===== config.mk =====
export PLATFORM = sky130hd
export DESIGN_NAME = dma_trig_redirect
export DESIGN_NICKNAME = d
export VERILOG_FILES = /design/src/rtl/dma_ctl_pkg.sv /design/src/rtl/dma_ctl_wr_decode.sv /design/src/rtl/dma_ctl_chan.sv /design/src/rtl/dma_ctl_readback.sv /design/src/rtl/dma_trig_redirect.sv
export SDC_FILE = /design/constraint.sdc
export NUM_CORES = 1
export LEC_CHECK = 0
export BUFFER_PORTS_ARGS = -buffer_cell sky130_fd_sc_hd__buf_2
export CELL_PAD_IN_SITES_DETAIL_PLACEMENT = 2
export CELL_PAD_IN_SITES_GLOBAL_PLACEMENT = 2
export CORE_AREA = 2 2 265 267
export CTS_CLUSTER_DIAMETER = 120
export DETAILED_ROUTE_END_ITERATION = 7
export DIE_AREA = 0 0 267 269
export HOLD_SLACK_MARGIN = 0.05
export PLACE_DENSITY_LB_ADDON = 0.1
export SYNTH_ARGS = -nofsm -noshare
export SYNTH_HDL_FRONTEND = slang
export SYNTH_SLANG_ARGS = --single-unit
export TNS_END_PERCENT = 50

===== constraint.sdc =====
create_clock -name clk -period 7.9 [get_ports clk]
set_input_delay 1.185 -clock clk [delete_from_list [all_inputs] [get_ports clk]]
set_output_delay 1.185 -clock clk [all_outputs]
set_load 0.02 [all_outputs]

===== src/rtl/dma_ctl_pkg.sv =====
package dma_ctl_pkg;

  // Source of the next descriptor address chosen at frame end
  typedef enum logic {
    SRC_LINK  = 1'b0,
    SRC_START = 1'b1
  } fetch_src_e;

  // Bit position of the first trigger and first redirect field
  function automatic int unsigned trig_lsb();
    return 0;
  endfunction

  function automatic int unsigned redir_lsb(input int unsigned num_ch);
    return num_ch;
  endfunction

endpackage


===== src/rtl/dma_ctl_wr_decode.sv =====
module dma_ctl_wr_decode #(
  parameter int unsigned NUM_CH = 6,
  parameter int unsigned DATA_W = 32
) (
  input  logic              clk,
  input  logic              rst_n,
  input  logic              wr_en,
  input  logic [DATA_W-1:0] wr_data,
  output logic [NUM_CH-1:0] trig_pulse,
  output logic [NUM_CH-1:0] redir_req
);
  import dma_ctl_pkg::*;

  localparam int unsigned TRG_LO = trig_lsb();
  localparam int unsigned RDR_LO = redir_lsb(NUM_CH);

  logic [NUM_CH-1:0] trig_d;
  logic [NUM_CH-1:0] trig_q;

  // Redirect requests go straight to the channel flags; triggers are registered
  always_comb begin
    trig_d    = '0;
    redir_req = '0;
    if (wr_en) begin
      trig_d    = wr_data[TRG_LO +: NUM_CH];
      redir_req = wr_data[RDR_LO +: NUM_CH];
    end
  end

  always_ff @(posedge clk or negedge rst_n) begin
    if (!rst_n) begin
      trig_q <= '0;
    end else begin
      trig_q <= trig_d;
    end
  end

  assign trig_pulse = trig_q;

endmodule


===== src/rtl/dma_ctl_chan.sv =====
module dma_ctl_chan #(
  parameter int unsigned ADDR_W = 32
) (
  input  logic              clk,
  input  logic              rst_n,
  input  logic              redir_req,
  input  logic              eof,
  input  logic [ADDR_W-1:0] next_addr,
  input  logic [ADDR_W-1:0] start_addr,
  output logic              pending,
  output logic              fetch_valid,
  output logic              fetch_redirect,
  output logic [ADDR_W-1:0] fetch_addr
);
  import dma_ctl_pkg::*;

  logic              pend_q, pend_d;
  logic              fv_q, fv_d;
  fetch_src_e        src_q, src_d;
  logic [ADDR_W-1:0] addr_q, addr_d;
  logic              addr_en;

  // Sticky flag: consumed by eof, a new request in the same cycle re-arms it
  always_comb begin
    pend_d = pend_q;
    if (eof)       pend_d = 1'b0;
    if (redir_req) pend_d = 1'b1;
  end

  always_comb begin
    fv_d    = eof;
    addr_en = eof;
    src_d   = src_q;
    addr_d  = addr_q;
    if (addr_en) begin
      src_d  = pend_q ? SRC_START : SRC_LINK;
      addr_d = pend_q ? start_addr : next_addr;
    end
  end

  always_ff @(posedge clk or negedge rst_n) begin
    if (!rst_n) begin
      pend_q <= 1'b0;
      fv_q   <= 1'b0;
    end else begin
      pend_q <= pend_d;
      fv_q   <= fv_d;
    end
  end

  always_ff @(posedge clk or negedge rst_n) begin
    if (!rst_n) begin
      src_q  <= SRC_LINK;
      addr_q <= '0;
    end else if (addr_en) begin
      src_q  <= src_d;
      addr_q <= addr_d;
    end
  end

  assign pending        = pend_q;
  assign fetch_valid    = fv_q;
  assign fetch_redirect = (src_q == SRC_START);
  assign fetch_addr     = addr_q;

endmodule


===== src/rtl/dma_ctl_readback.sv =====
module dma_ctl_readback #(
  parameter int unsigned NUM_CH = 6,
  parameter int unsigned DATA_W = 32
) (
  input  logic              clk,
  input  logic              rst_n,
  input  logic              rd_en,
  output logic [DATA_W-1:0] rd_data
);
  localparam int unsigned IMPL_W = 2 * NUM_CH;

  logic [DATA_W-1:0] word;
  logic [DATA_W-1:0] rd_d, rd_q;

  // Implemented fields are write-only, the rest is reserved: both read as zero
  always_comb begin
    word = '0;
    word[IMPL_W-1:0] = '0;
    rd_d = rd_en ? word : '0;
  end

  always_ff @(posedge clk or negedge rst_n) begin
    if (!rst_n) begin
      rd_q <= '0;
    end else begin
      rd_q <= rd_d;
    end
  end

  assign rd_data = rd_q;

endmodule


===== src/rtl/dma_trig_redirect.sv =====
module dma_trig_redirect #(
  parameter int unsigned NUM_CH = 6,
  parameter int unsigned DATA_W = 32,
  parameter int unsigned ADDR_W = 32
) (
  input  logic                     clk,
  input  logic                     rst_n,
  input  logic                     wr_en,
  input  logic [DATA_W-1:0]        wr_data,
  input  logic                     rd_en,
  output logic [DATA_W-1:0]        rd_data,
  input  logic [NUM_CH-1:0]        eof,
  input  logic [NUM_CH*ADDR_W-1:0] next_addr,
  input  logic [NUM_CH*ADDR_W-1:0] start_addr,
  output logic [NUM_CH-1:0]        start_pulse,
  output logic [NUM_CH-1:0]        redir_pending,
  output logic [NUM_CH-1:0]        fetch_valid,
  output logic [NUM_CH-1:0]        fetch_redirect,
  output logic [NUM_CH*ADDR_W-1:0] fetch_addr
);

  logic              rst_meta_q;
  logic              rst_sync_n;
  logic [NUM_CH-1:0] redir_req;

  // Asynchronous assertion, synchronous release
  always_ff @(posedge clk or negedge rst_n) begin
    if (!rst_n) begin
      rst_meta_q <= 1'b0;
      rst_sync_n <= 1'b0;
    end else begin
      rst_meta_q <= 1'b1;
      rst_sync_n <= rst_meta_q;
    end
  end

  dma_ctl_wr_decode #(
    .NUM_CH (NUM_CH),
    .DATA_W (DATA_W)
  ) u_decode (
    .clk        (clk),
    .rst_n      (rst_sync_n),
    .wr_en      (wr_en),
    .wr_data    (wr_data),
    .trig_pulse (start_pulse),
    .redir_req  (redir_req)
  );

  for (genvar g = 0; g < NUM_CH; g++) begin : g_chan
    dma_ctl_chan #(
      .ADDR_W (ADDR_W)
    ) u_chan (
      .clk            (clk),
      .rst_n          (rst_sync_n),
      .redir_req      (redir_req[g]),
      .eof            (eof[g]),
      .next_addr      (next_addr[g*ADDR_W +: ADDR_W]),
      .start_addr     (start_addr[g*ADDR_W +: ADDR_W]),
      .pending        (redir_pending[g]),
      .fetch_valid    (fetch_valid[g]),
      .fetch_redirect (fetch_redirect[g]),
      .fetch_addr     (fetch_addr[g*ADDR_W +: ADDR_W])
    );
  end

  dma_ctl_readback #(
    .NUM_CH (NUM_CH),
    .DATA_W (DATA_W)
  ) u_readback (
    .clk     (clk),
    .rst_n   (rst_sync_n),
    .rd_en   (rd_en),
    .rd_data (rd_data)
  );

endmodule


Word-level counts from Yosys, hierarchy flattened
Cells that the tools add are included.

Flip-flop bits (word level): 218. Input port bits: 426. Output and inout bits: 248. Word-level logic and storage cells: 59.

Muxes and demuxes: 26. Reductions and logical operators: 6.

Operators with widths (number): 2-to-1 mux 32 bit (6); 2-to-1 mux 1 bit (18); 2-to-1 mux 6 bit (2); nonzero test 2 bit (6).

Logic depth before layout (Yosys ltp)
Word-level depth: 2. Gate-level depth with buffers: 4. Gate-level depth less buffers: 2.

By module
A second synthesis with hierarchy kept.

Cell total of the unflattened synthesis: 925. Area, all modules: 10176.0 sq um.

Modules (own cells, without submodules): dma_ctl_chan (instances 6, cells each 145, area an instance 1605.3 sq um, sequential area each 875.8 sq um); dma_ctl_wr_decode (instances 1, cells each 19, area an instance 246.5 sq um, sequential area each 150.1 sq um); dma_ctl_readback (instances 1, cells each 33, area an instance 244.0 sq um, sequential area each 0.0 sq um); dma_trig_redirect (instances 1, cells each 3, area an instance 53.8 sq um, sequential area each 50.0 sq um).

Worst setup path after synthesis
No wires, ideal clock.

Kind: input to register. Start: input eof[0]. End: register g_chan[0].u_chan.src_q. Setup time: 0.125 ns. Data arrival time: 1.668 ns. Required time: 7.775 ns. Path slack: 6.107 ns. Cell stages on the path: 2. Buffers on the path: 1. Cell sequence: buf_2 mux2_2.

RTL lines: start, declared (RTL line dma_trig_redirect.sv:12) `input logic [NUM_CH-1:0] eof,`; end signal, assigned (RTL line dma_ctl_chan.sv:56) `src_q <= src_d;`; end, declared (RTL line dma_ctl_chan.sv:19) `fetch_src_e src_q, src_d;`.

No word-level cell between the ends.

Worst setup path after layout
Start: register g_chan[4].u_chan.pend_q. End: output redir_pending[4].

RTL lines: start, declared (RTL line dma_ctl_chan.sv:17) `logic pend_q, pend_d;`; start signal, assigned (RTL line dma_ctl_chan.sv:46) `pend_q <= pend_d;`; end, declared (RTL line dma_trig_redirect.sv:16) `output logic [NUM_CH-1:0] redir_pending,`.

No word-level cell between the ends.

==> run metrics <==
CP required=6.71 ns; Worst VDD drop=154 uV; chip height=269 um; worst min path class=register to asynchronous set/reset pin; cts hold-fix bufs=0; row count=97; Final WS setup=4.75 ns; GRT Overall Usage=12.1%; Leak=7.23 nW; H-tree levels=1; Port Buffer Count=620; first-pass GRT wire length=64500 um; synth unique cells=15; crit path buf inv count=1; endpoints failing hold=0; antenna viol nets, final=0; Initial Utilization=14.8%; cell area after synthesis=0.0103 mm^2; worst rel slew slack=28.5%; placed cell areas=0.0138 mm^2; initial antenna violation count=18; fmax=0.317 GHz; Die ar.=0.0718 mm^2; Vias/cell=3.69; crit-path max FO=35; sequential cell area fraction in the yosys report=53.2%; chip width=267 um; clock latency at the later pin of the worst-skew pair=0.57 ns; CP top delay family=flip-flops; Int Power=2.41 mW; sequential cell area=0.00547 mm^2; clock slew at reported path FFs=0.06 ns; Max Cap Viol=0; Post-Route WL=45900 um; vias in the first global route=9622; pin count of the biggest net entering global routing=117; post-synthesis mux area share=19.4%; nets=1949; core region area=0.0693 mm^2; routed via count=9174; switching power=1.10 mW; Inst Count DP=2430; Critical Path End Type=output pin; synthesis-to-layout area growth=44.3%; Synth Area in XOR/XNOR=0%; drt first pass iters=4; Mapped Avg Cell Area=10.9 um^2; GR Overflow Total=0; Synth Area in Compound Gates=9.66%; DR DRC count=0; DRT iter0 DRCs=237; Setup violations, final=0; warnings from Yosys=0; Final Cycle Share=39.9%; largest family of logic cells by synthesized area=multiplexers; crit path from=g_chan[4].u_chan.pending; Place WS=5.27 ns; WL/cell=18.4 um; Slew @ Worst Pin=1.07 ns; slowest cell on the critical path=dfrtp_2; FF+latch count, synth=218; Total Negative Setup Slacks=0 ns; Fillers=7985; cells after synthesis=943; Non-Filler Instances=2488; fin. max-slew vios=0; max incr delay on CP=1.06 ns; switch share=31.4%; Gate power share=21.9%; # resized after CTS=0; Final Cell Area=0.0148 mm^2; fin crit period=3.15 ns; deepest clock path buffer count=3; clock share of power=40.5%; Post-CTS Setup Inserts=0; CTS Root Cell=clkbuf_16; worst r2r src=g_chan[4].u_chan.pending; startpoint types=register; RSZ-0062 raised after global routing=no; Final GP Congestion=0.751; Critical Path AT=1.97 ns; Post-DP HPWL=35800 um; layout cells sized above 1=44.9%; IO Pins=674; CTS tree=done; # clock sinks=218; WS Path Type=register to output pin; Reg power frac=37.6%; Synth Area in Simple Gates=7.61%; Multi-input gate area=0.00388 mm^2; status=completed; CTS Buf Count=31; crit-path cells=buf_2; skew final=0.0102 ns; Power Density=237 mW/mm^2; Post-Synth Adder-Cell Area=0%
==> Yosys cell counts, drive strengths merged <==
cell type	n	share of area, %
dfrtp	218	53
a21oi	192	9.4
mux2i	192	19
nor2	192	7.0
buf	104	9.4
clkbuf	13	0.48
and2	6	0.37
inv	6	0.22
mux2	6	0.66
nand2	6	0.22
o21ai	6	0.29
conb	2	0.073
==> per-layer routing <==
layer	up-vias	share of wire, %	GRT usage (%)
li1	4283	-	-
met1	4479	35	12.4
met2	310	54	22.9
met3	74	9.0	5.05
met4	28	1.8	2.41
met5	-	0.38	0
==> metrics by stage <==
stage | util (%) | hold slack [ns] | total power, mW
floorplan | - | 0.331 | 1.81
CTS | 21.4 | 0.327 | 3.62
finish | 21.4 | 0.359 | 3.51
global placement | 19.9 | 0.339 | 2.13
detailed placement | 19.9 | 0.336 | 2.14
global route | 21.4 | 0.338 | 3.72
==> sequential cells by signal, summed over array words and instances, names as in the netlist <==
| name | flops |
|---|---|
| g_chan.u_chan.pending | 6 |
| g_chan.u_chan.fetch_valid | 6 |
| rst_sync_n | 1 |
| g_chan.u_chan.fetch_addr | 192 |
| rst_meta_q | 1 |
| u_decode.trig_pulse | 6 |
| g_chan.u_chan.fetch_redirect | 6 |
==> worst reg2reg max path, delay by kind of cell, from the launching register on <==
family | cells | cell delay [ns]
flip-flops | 1 | 1.06
multiplexers | 1 | 0.45
AO/OA/AOI/OAI | 1 | 0.12
==> worst paths after layout <==
kind                                              endpoint  slack (ns)  cells after the start
setup / recovery                          redir_pending[4]        4.75                      1
max in group asynchronous         g_chan[5].u_chan.pending        6.20                      1
hold reg to reg            g_chan[1].u_chan.fetch_addr[22]        0.36                      0
min in group clk                                rst_sync_n        0.37                      0
hold / removal             g_chan[1].u_chan.fetch_addr[22]        0.36                      0
setup reg to reg           g_chan[4].u_chan.fetch_addr[28]        6.12                      2
==> layout by cell type, fill, tap and decap left out <==
master	netlist	layout
a21oi_1	192	192
and2_1	6	6
buf_12	18	1
buf_2	24	620
buf_4	56	12
bufinv_16	0	2
clkbuf_1	13	8
clkbuf_16	0	31
clkbuf_8	0	11
clkinv_2	0	3
conb_1	2	33
dfrtp_1	218	211
dfrtp_2	0	6
dfrtp_4	0	1
diode_2	0	2
inv_1	6	6
inv_6	0	1
mux2_2	6	6
mux2i_1	192	192
nand2_1	6	6
nor2_1	192	192
o21ai_0	6	6
==> kinds of logic after synthesis <==
logic type             Yosys count
muxes                          198
and+or+nand+nor                204
buffers and inverters          123
DFF                            218
other                            2
AOI/OAI and AO/OA              198
==> power groups by stage <==
stage          clock [mW]  combinational [mW]  sequential [mW]
4_1_cts              1.50               0.802             1.32
3_3_place_gp            0               0.797             1.33
6_report             1.42               0.769             1.32
5_1_grt              1.54               0.841             1.34
3_5_place_dp            0               0.802             1.34
2_1_floorplan           0               0.328             1.49
==> cell type report <==
type / instances / area share [%]
flip-flops and latches: 218 / 36.9
multi-input cells: 633 / 26.2
repair buffers: 633 / 21.7
well taps: 940 / 7.94
clock buffers: 50 / 6.46
clock inverters: 6 / 0.566
inverters: 6 / 0.152
diodes: 2 / 0.0338
Power figures use the tool's default switching activity.
